### config.mk
export PLATFORM = sky130hd
export DESIGN_NAME = ais_detector
export DESIGN_NICKNAME = d
export VERILOG_FILES = /design/src/rtl/ais_pkg.sv /design/src/rtl/ais_window_ctr.sv /design/src/rtl/ais_zero_ctr.sv /design/src/rtl/ais_alarm_state.sv /design/src/rtl/ais_detector.sv
export SDC_FILE = /design/constraint.sdc
export NUM_CORES = 1
export LEC_CHECK = 0
export BUFFER_PORTS_ARGS = -buffer_cell sky130_fd_sc_hd__buf_2
export CELL_PAD_IN_SITES_DETAIL_PLACEMENT = 1
export CELL_PAD_IN_SITES_GLOBAL_PLACEMENT = 2
export CORE_AREA = 2 2 61 58
export CTS_BUF_LIST = sky130_fd_sc_hd__clkbuf_4 sky130_fd_sc_hd__clkbuf_8
export CTS_CLUSTER_DIAMETER = 120
export DETAILED_ROUTE_END_ITERATION = 10
export DIE_AREA = 0 0 63 60
export HOLD_SLACK_MARGIN = 0.06
export PLACE_DENSITY_LB_ADDON = 0.1
export REMOVE_ABC_BUFFERS = 1
export SLEW_MARGIN = 20
export SYNTH_ARGS = -nofsm -noshare
export SYNTH_HDL_FRONTEND = slang
export SYNTH_SLANG_ARGS = --single-unit
### constraint.sdc
create_clock -name clk -period 2.7 [get_ports clk]
set_clock_uncertainty 0.1 [all_clocks]
set_input_delay 0.405 -clock clk [delete_from_list [all_inputs] [get_ports clk]]
set_output_delay 0.405 -clock clk [all_outputs]
set_load 0.01 [all_outputs]
### src/rtl/ais_pkg.sv
package ais_pkg;
  // Number of bits needed to hold values 0..n inclusive.
  function automatic int cnt_width(input int n);
    return (n < 2) ? 1 : $clog2(n + 1);
  endfunction

  localparam int DEF_WINDOW_BITS = 8192;
  localparam int DEF_ZERO_THRESH = 9;
endpackage

### src/rtl/ais_window_ctr.sv
module ais_window_ctr #(
  parameter int WINDOW_BITS = ais_pkg::DEF_WINDOW_BITS
) (
  input  logic clk,
  input  logic rst,
  input  logic bit_valid,
  output logic win_last
);
  localparam int IW = (WINDOW_BITS < 2) ? 1 : $clog2(WINDOW_BITS);
  localparam logic [IW-1:0] LAST_IDX = IW'(WINDOW_BITS - 1);

  logic [IW-1:0] idx_q;

  // High on the strobe that carries the final bit of the current window.
  assign win_last = bit_valid && (idx_q == LAST_IDX);

  always_ff @(posedge clk) begin
    if (rst) begin
      idx_q <= '0;
    end else if (bit_valid) begin
      if (idx_q == LAST_IDX) idx_q <= '0;
      else                   idx_q <= idx_q + 1'b1;
    end
  end
endmodule

### src/rtl/ais_zero_ctr.sv
module ais_zero_ctr #(
  parameter int ZERO_THRESH = ais_pkg::DEF_ZERO_THRESH,
  parameter int ZW          = ais_pkg::cnt_width(ZERO_THRESH)
) (
  input  logic          clk,
  input  logic          rst,
  input  logic          bit_valid,
  input  logic          bit_data,
  input  logic          win_last,
  output logic [ZW-1:0] zcnt_q,
  output logic          enough_zeros
);
  localparam logic [ZW:0] SAT = (ZW+1)'(ZERO_THRESH);

  logic [ZW:0]   sum;
  logic [ZW-1:0] zcnt_inc;

  // Count including the bit on the input this cycle, clamped at the threshold.
  always_comb begin
    sum = {1'b0, zcnt_q} + {{ZW{1'b0}}, (bit_valid && !bit_data)};
    if (sum >= SAT) zcnt_inc = SAT[ZW-1:0];
    else            zcnt_inc = sum[ZW-1:0];
  end

  assign enough_zeros = ({1'b0, zcnt_inc} >= SAT);

  always_ff @(posedge clk) begin
    if (rst) begin
      zcnt_q <= '0;
    end else if (bit_valid) begin
      if (win_last) zcnt_q <= '0;
      else          zcnt_q <= zcnt_inc;
    end
  end
endmodule

### src/rtl/ais_alarm_state.sv
module ais_alarm_state (
  input  logic clk,
  input  logic rst,
  input  logic win_last,
  input  logic enough_zeros,
  input  logic coder_en,
  input  logic latch_clr,
  output logic live_next,
  output logic ais_live,
  output logic ais_latched,
  output logic ais_pin_o,
  output logic ais_pin_oe
);
  // Verdict is taken only at a window boundary; otherwise the state holds.
  assign live_next = win_last ? !enough_zeros : ais_live;

  always_ff @(posedge clk) begin
    if (rst) begin
      ais_live    <= 1'b0;
      ais_latched <= 1'b0;
      ais_pin_o   <= 1'b0;
      ais_pin_oe  <= 1'b0;
    end else begin
      ais_live <= live_next;
      if (live_next != ais_live) ais_latched <= 1'b1;
      else if (latch_clr)        ais_latched <= 1'b0;
      ais_pin_o  <= coder_en & live_next;
      ais_pin_oe <= coder_en;
    end
  end
endmodule

### src/rtl/ais_detector.sv
module ais_detector #(
  parameter int WINDOW_BITS = ais_pkg::DEF_WINDOW_BITS,
  parameter int ZERO_THRESH = ais_pkg::DEF_ZERO_THRESH
) (
  input  logic clk,
  input  logic rst,
  input  logic bit_valid,
  input  logic bit_data,
  input  logic coder_en,
  input  logic latch_clr,
  output logic ais_live,
  output logic ais_latched,
  output logic ais_pin_o,
  output logic ais_pin_oe
);
  localparam int ZW = ais_pkg::cnt_width(ZERO_THRESH);

  logic          win_last;
  logic          enough_zeros;
  logic          live_next;
  logic [ZW-1:0] zcnt_q;

  ais_window_ctr #(.WINDOW_BITS(WINDOW_BITS)) u_win (
    .clk      (clk),
    .rst      (rst),
    .bit_valid(bit_valid),
    .win_last (win_last)
  );

  ais_zero_ctr #(.ZERO_THRESH(ZERO_THRESH), .ZW(ZW)) u_zero (
    .clk         (clk),
    .rst         (rst),
    .bit_valid   (bit_valid),
    .bit_data    (bit_data),
    .win_last    (win_last),
    .zcnt_q      (zcnt_q),
    .enough_zeros(enough_zeros)
  );

  ais_alarm_state u_state (
    .clk         (clk),
    .rst         (rst),
    .win_last    (win_last),
    .enough_zeros(enough_zeros),
    .coder_en    (coder_en),
    .latch_clr   (latch_clr),
    .live_next   (live_next),
    .ais_live    (ais_live),
    .ais_latched (ais_latched),
    .ais_pin_o   (ais_pin_o),
    .ais_pin_oe  (ais_pin_oe)
  );
endmodule

==> insert_results.sql <==
INSERT INTO impl_metrics (metric_group, metric, value, unit) VALUES
('sta', 'report.final.slew_viol_count', '0', ''),
('cells_and_area', 'drive_gt1_frac', '0.157', ''),
('drt', 'antenna_left', '0', ''),
('cells_and_area', 'nFillCells', '393', ''),
('flow_run', 'maxCapViolations', '0', ''),
('cts', 'cts.sink_count', '21', ''),
('critical_path', 'crit_fanout', '7', ''),
('cts', 'numCtsBuffers', '3', ''),
('power_and_ir_drop', 'max-vdd-ir-drop', '0.255', 'mV'),
('floorplan', 'die-width', '63', 'um'),
('drt', 'routed_via_density', '5.21', ''),
('placed_design', 'final_estimated_routing_congestion_in_global_placement', '0.763', ''),
('cts', 'hold_buffers', '0', ''),
('floorplan', 'floorplan.core_area', '3180', 'sq um'),
('logic_synthesis', 'post_synthesis_async_set_or_reset_flop_share', '0', ''),
('cells_and_area', 'final_common_cell', 'sky130_fd_sc_hd__dfxtp_1', ''),
('global_routing', 'grt_pass1_wl', '4.27', 'mm'),
('power_and_ir_drop', 'power.share.clock', '0.314', ''),
('sta', 'final-hold-violation-count', '0', ''),
('power_and_ir_drop', 'internal_power', '0.000397', 'W'),
('sta', 'fin_tns_setup', '0', 'ps'),
('logic_synthesis', 'ys_seq_elements', '21', ''),
('logic_synthesis', 'synth_top_flop_cell', 'sky130_fd_sc_hd__dfxtp_1', ''),
('global_routing', 'grt_max_degree', '18', ''),
('critical_path', 'worst_setup_path_end_kind', 'register', ''),
('power_and_ir_drop', 'switching_share', '0.226', ''),
('power_and_ir_drop', 'p_seq_frac', '0.620', ''),
('sta', 'maxSlewHeadroom', '0.702', ''),
('critical_path', 'arrival', '2170', 'ps'),
('cells_and_area', 'design_area', '1230', 'sq um'),
('logic_synthesis', 'yosysWarningCount', '0', ''),
('cts', 'clkSlewWorstSetupHoldPaths', '110', 'ps'),
('floorplan', 'die_h', '60', 'um'),
('drt', 'drt-initial-drc-count', '35', ''),
('floorplan', 'core.rowCount', '20', ''),
('logic_synthesis', 'synthesis.area', '1120', 'sq um'),
('cts', 'clock_insertion_delay_worst_skew', '300', 'ps'),
('cts', 'cts.repair.resized', '0', ''),
('logic_synthesis', 'synth_enable_flop_cells', '0', ''),
('cts', 'cts.htree.levels', '1', ''),
('cells_and_area', 'area_growth_syn_to_layout', '10.2', '%'),
('power_and_ir_drop', 'switching_power', '0.000116', 'W'),
('cts', 'cts_tree', 'done', ''),
('drt', 'detail_route.first_pass.iterations', '4', ''),
('power_and_ir_drop', 'pwr-share-comb', '0.065', ''),
('placed_design', 'dpl.hpwl', '1.76', 'mm'),
('logic_synthesis', 'post_synth_num_cell_types', '41', ''),
('drt', 'drcViolationCount', '0', ''),
('sta', 'rsz0062_at_grt', 'false', ''),
('cells_and_area', 'fin_util', '0.388', ''),
('floorplan', 'design.die.area', '3780', 'sq um'),
('logic_synthesis', 'post_synth_inst_count', '125', ''),
('sta', 'finalSetupViolations', '0', ''),
('global_routing', 'grt.total_usage', '0.145', ''),
('sta', 'period_needed', '2100', 'ps'),
('cts', 'post_cts.repair.setup_buffers', '0', ''),
('cts', 'clock_tree.root_cell', 'sky130_fd_sc_hd__clkbuf_4', ''),
('critical_path', 'critical_path_class', 'register to register', ''),
('logic_synthesis', 'register_area_share_after_synthesis', '0.375', ''),
('cells_and_area', 'final_cell_mix', '21 x sky130_fd_sc_hd__dfxtp_1, 15 x sky130_fd_sc_hd__nor2_1, 9 x sky130_fd_sc_hd__buf_2, 8 x sky130_fd_sc_hd__xnor2_1', ''),
('drt', 'via_count', '928', ''),
('global_routing', 'antenna_found_initial', '0', ''),
('sta', 'fmax', '477', 'MHz'),
('critical_path', 'start_kind', 'register', ''),
('outcome', 'run_status', 'completed', ''),
('placed_design', 'placedInstanceArea', '1200', 'sq um'),
('global_routing', 'overflow', '0', ''),
('drt', 'wl_per_cell', '13.5', 'um'),
('cts', 'maximum_buffer_depth_of_the_clock_tree', '2', ''),
('logic_synthesis', 'synth_area_per_cell', '8.96', 'sq um'),
('sta', 'worst_slew_pin_slew', '441', 'ps'),
('floorplan', 'start_util', '0.352', ''),
('power_and_ir_drop', 'power_leakage', '0.430', 'nW'),
('cells_and_area', 'num-nets-final', '144', ''),
('global_routing', 'number_of_global_route_vias_before_repair', '891', ''),
('drt', 'wl', '2.40', 'mm'),
('power_and_ir_drop', 'cellPowerDensity', '416', 'nW/um^2'),
('sta', 'layout_worst_path_cycle_share', '0.776', ''),
('floorplan', 'io-pin-count', '10', ''),
('placed_design', 'io_buffers', '9', ''),
('critical_path', 'worstPathRequired', '2780', 'ps'),
('cells_and_area', 'antenna_cells', '0', ''),
('min_path', 'timing.hold.worst.class', 'input pin to register', '');
[power groups by stage]
stage	sequential [W]	combinational [W]	clock [W]
after floorplan	0.000324	0.0000177	0
after global placement	0.000325	0.0000328	0
after detailed placement	0.000325	0.0000335	0
final	0.000318	0.0000336	0.000161
after CTS	0.000318	0.0000339	0.000171
after global routing	0.000319	0.0000384	0.000184
[cell families (layout without fill, tap and decap cells)]
kind of cell	count (synthesis)	count (layout)	share of synthesized area
DFF	21	21	0.375
AOI/OAI and AO/OA	19	19	0.116
buffers and inverters	8	17	0.0313
xor gates and xnor gates	11	11	0.0860
and+or+nand+nor	63	63	0.358
adders and majority gates	3	3	0.0335
[stage by stage]
stage,total power [W],hold WS [ps],std cells,setup WS [ps]
3_5_place_dp,0.000359,373,174,314
4_1_cts,0.000523,252,178,618
5_1_grt,0.000541,248,178,452
3_3_place_gp,0.000357,375,174,397
2_1_floorplan,0.000342,355,120,593
6_report,0.000513,264,178,605
[final cells by class]
type	instances	area, sq um	share of cell area
multi-input cells	96	664	0.539
flip-flops and latches	21	420	0.341
well taps	44	55.1	0.0446
repair buffers	10	52.6	0.0426
clock buffers	4	30.0	0.0243
inverters	3	11.3	0.00913
[registers in the layout (all words and copies together), names as in the netlist]
signal / count
u_state.ais_pin_o: 1
u_state.ais_live: 1
u_win.idx_q: 13
u_zero.zcnt_q: 4
u_state.ais_latched: 1
u_state.ais_pin_oe: 1
[path summary, 6_finish.rpt]
| kind | start | end | slack, ps | cells past startpoint |
|---|---|---|---|---|
| max reg2reg | u_zero.zcnt_q[0] | u_state.ais_latched | 600 | 6 |
| max | u_zero.zcnt_q[0] | u_state.ais_latched | 600 | 6 |
| min reg2reg | u_zero.zcnt_q[0] | u_zero.zcnt_q[0] | 390 | 2 |
| min | coder_en | u_state.ais_pin_oe | 260 | 2 |
[Yosys cell counts (2+ instances only)]
library cell | instances | area (sq um)
sky130_fd_sc_hd__dfxtp_1 | 21 | 420
sky130_fd_sc_hd__nor2_1 | 15 | 56.3
sky130_fd_sc_hd__xnor2_1 | 8 | 70.1
sky130_fd_sc_hd__a21oi_1 | 7 | 35.0
sky130_fd_sc_hd__nand2b_1 | 7 | 43.8
sky130_fd_sc_hd__nand3_1 | 6 | 30.0
sky130_fd_sc_hd__nor3_1 | 5 | 25.0
sky130_fd_sc_hd__nand2_1 | 4 | 15.0
sky130_fd_sc_hd__nor2b_1 | 4 | 25.0
sky130_fd_sc_hd__buf_2 | 3 | 15.0
sky130_fd_sc_hd__ha_1 | 3 | 37.5
sky130_fd_sc_hd__inv_1 | 3 | 11.3
sky130_fd_sc_hd__nand4_1 | 3 | 18.8
sky130_fd_sc_hd__or3_1 | 3 | 18.8
sky130_fd_sc_hd__xor2_1 | 3 | 26.3
sky130_fd_sc_hd__a31oi_1 | 2 | 12.5
sky130_fd_sc_hd__and4_1 | 2 | 17.5
sky130_fd_sc_hd__nand3b_1 | 2 | 15.0
sky130_fd_sc_hd__nor4_1 | 2 | 12.5
[critical path: stages (launching register included)]
cell                       delay (ps)
sky130_fd_sc_hd__dfxtp_1          330
sky130_fd_sc_hd__ha_1             280
sky130_fd_sc_hd__ha_1             360
sky130_fd_sc_hd__or3_1            390
sky130_fd_sc_hd__a21oi_1          260
sky130_fd_sc_hd__or3_1            160
sky130_fd_sc_hd__o221ai_1          90
[routing by layer]
metal	global-route usage	up-vias	wire (um)
li1	-	466	-
met1	0.195	443	1210
met2	0.234	17	1070
met3	0.0414	2	105
met4	0.0286	0	16
met5	0	-	0
No activity file was read; power rests on OpenSTA's default activity.
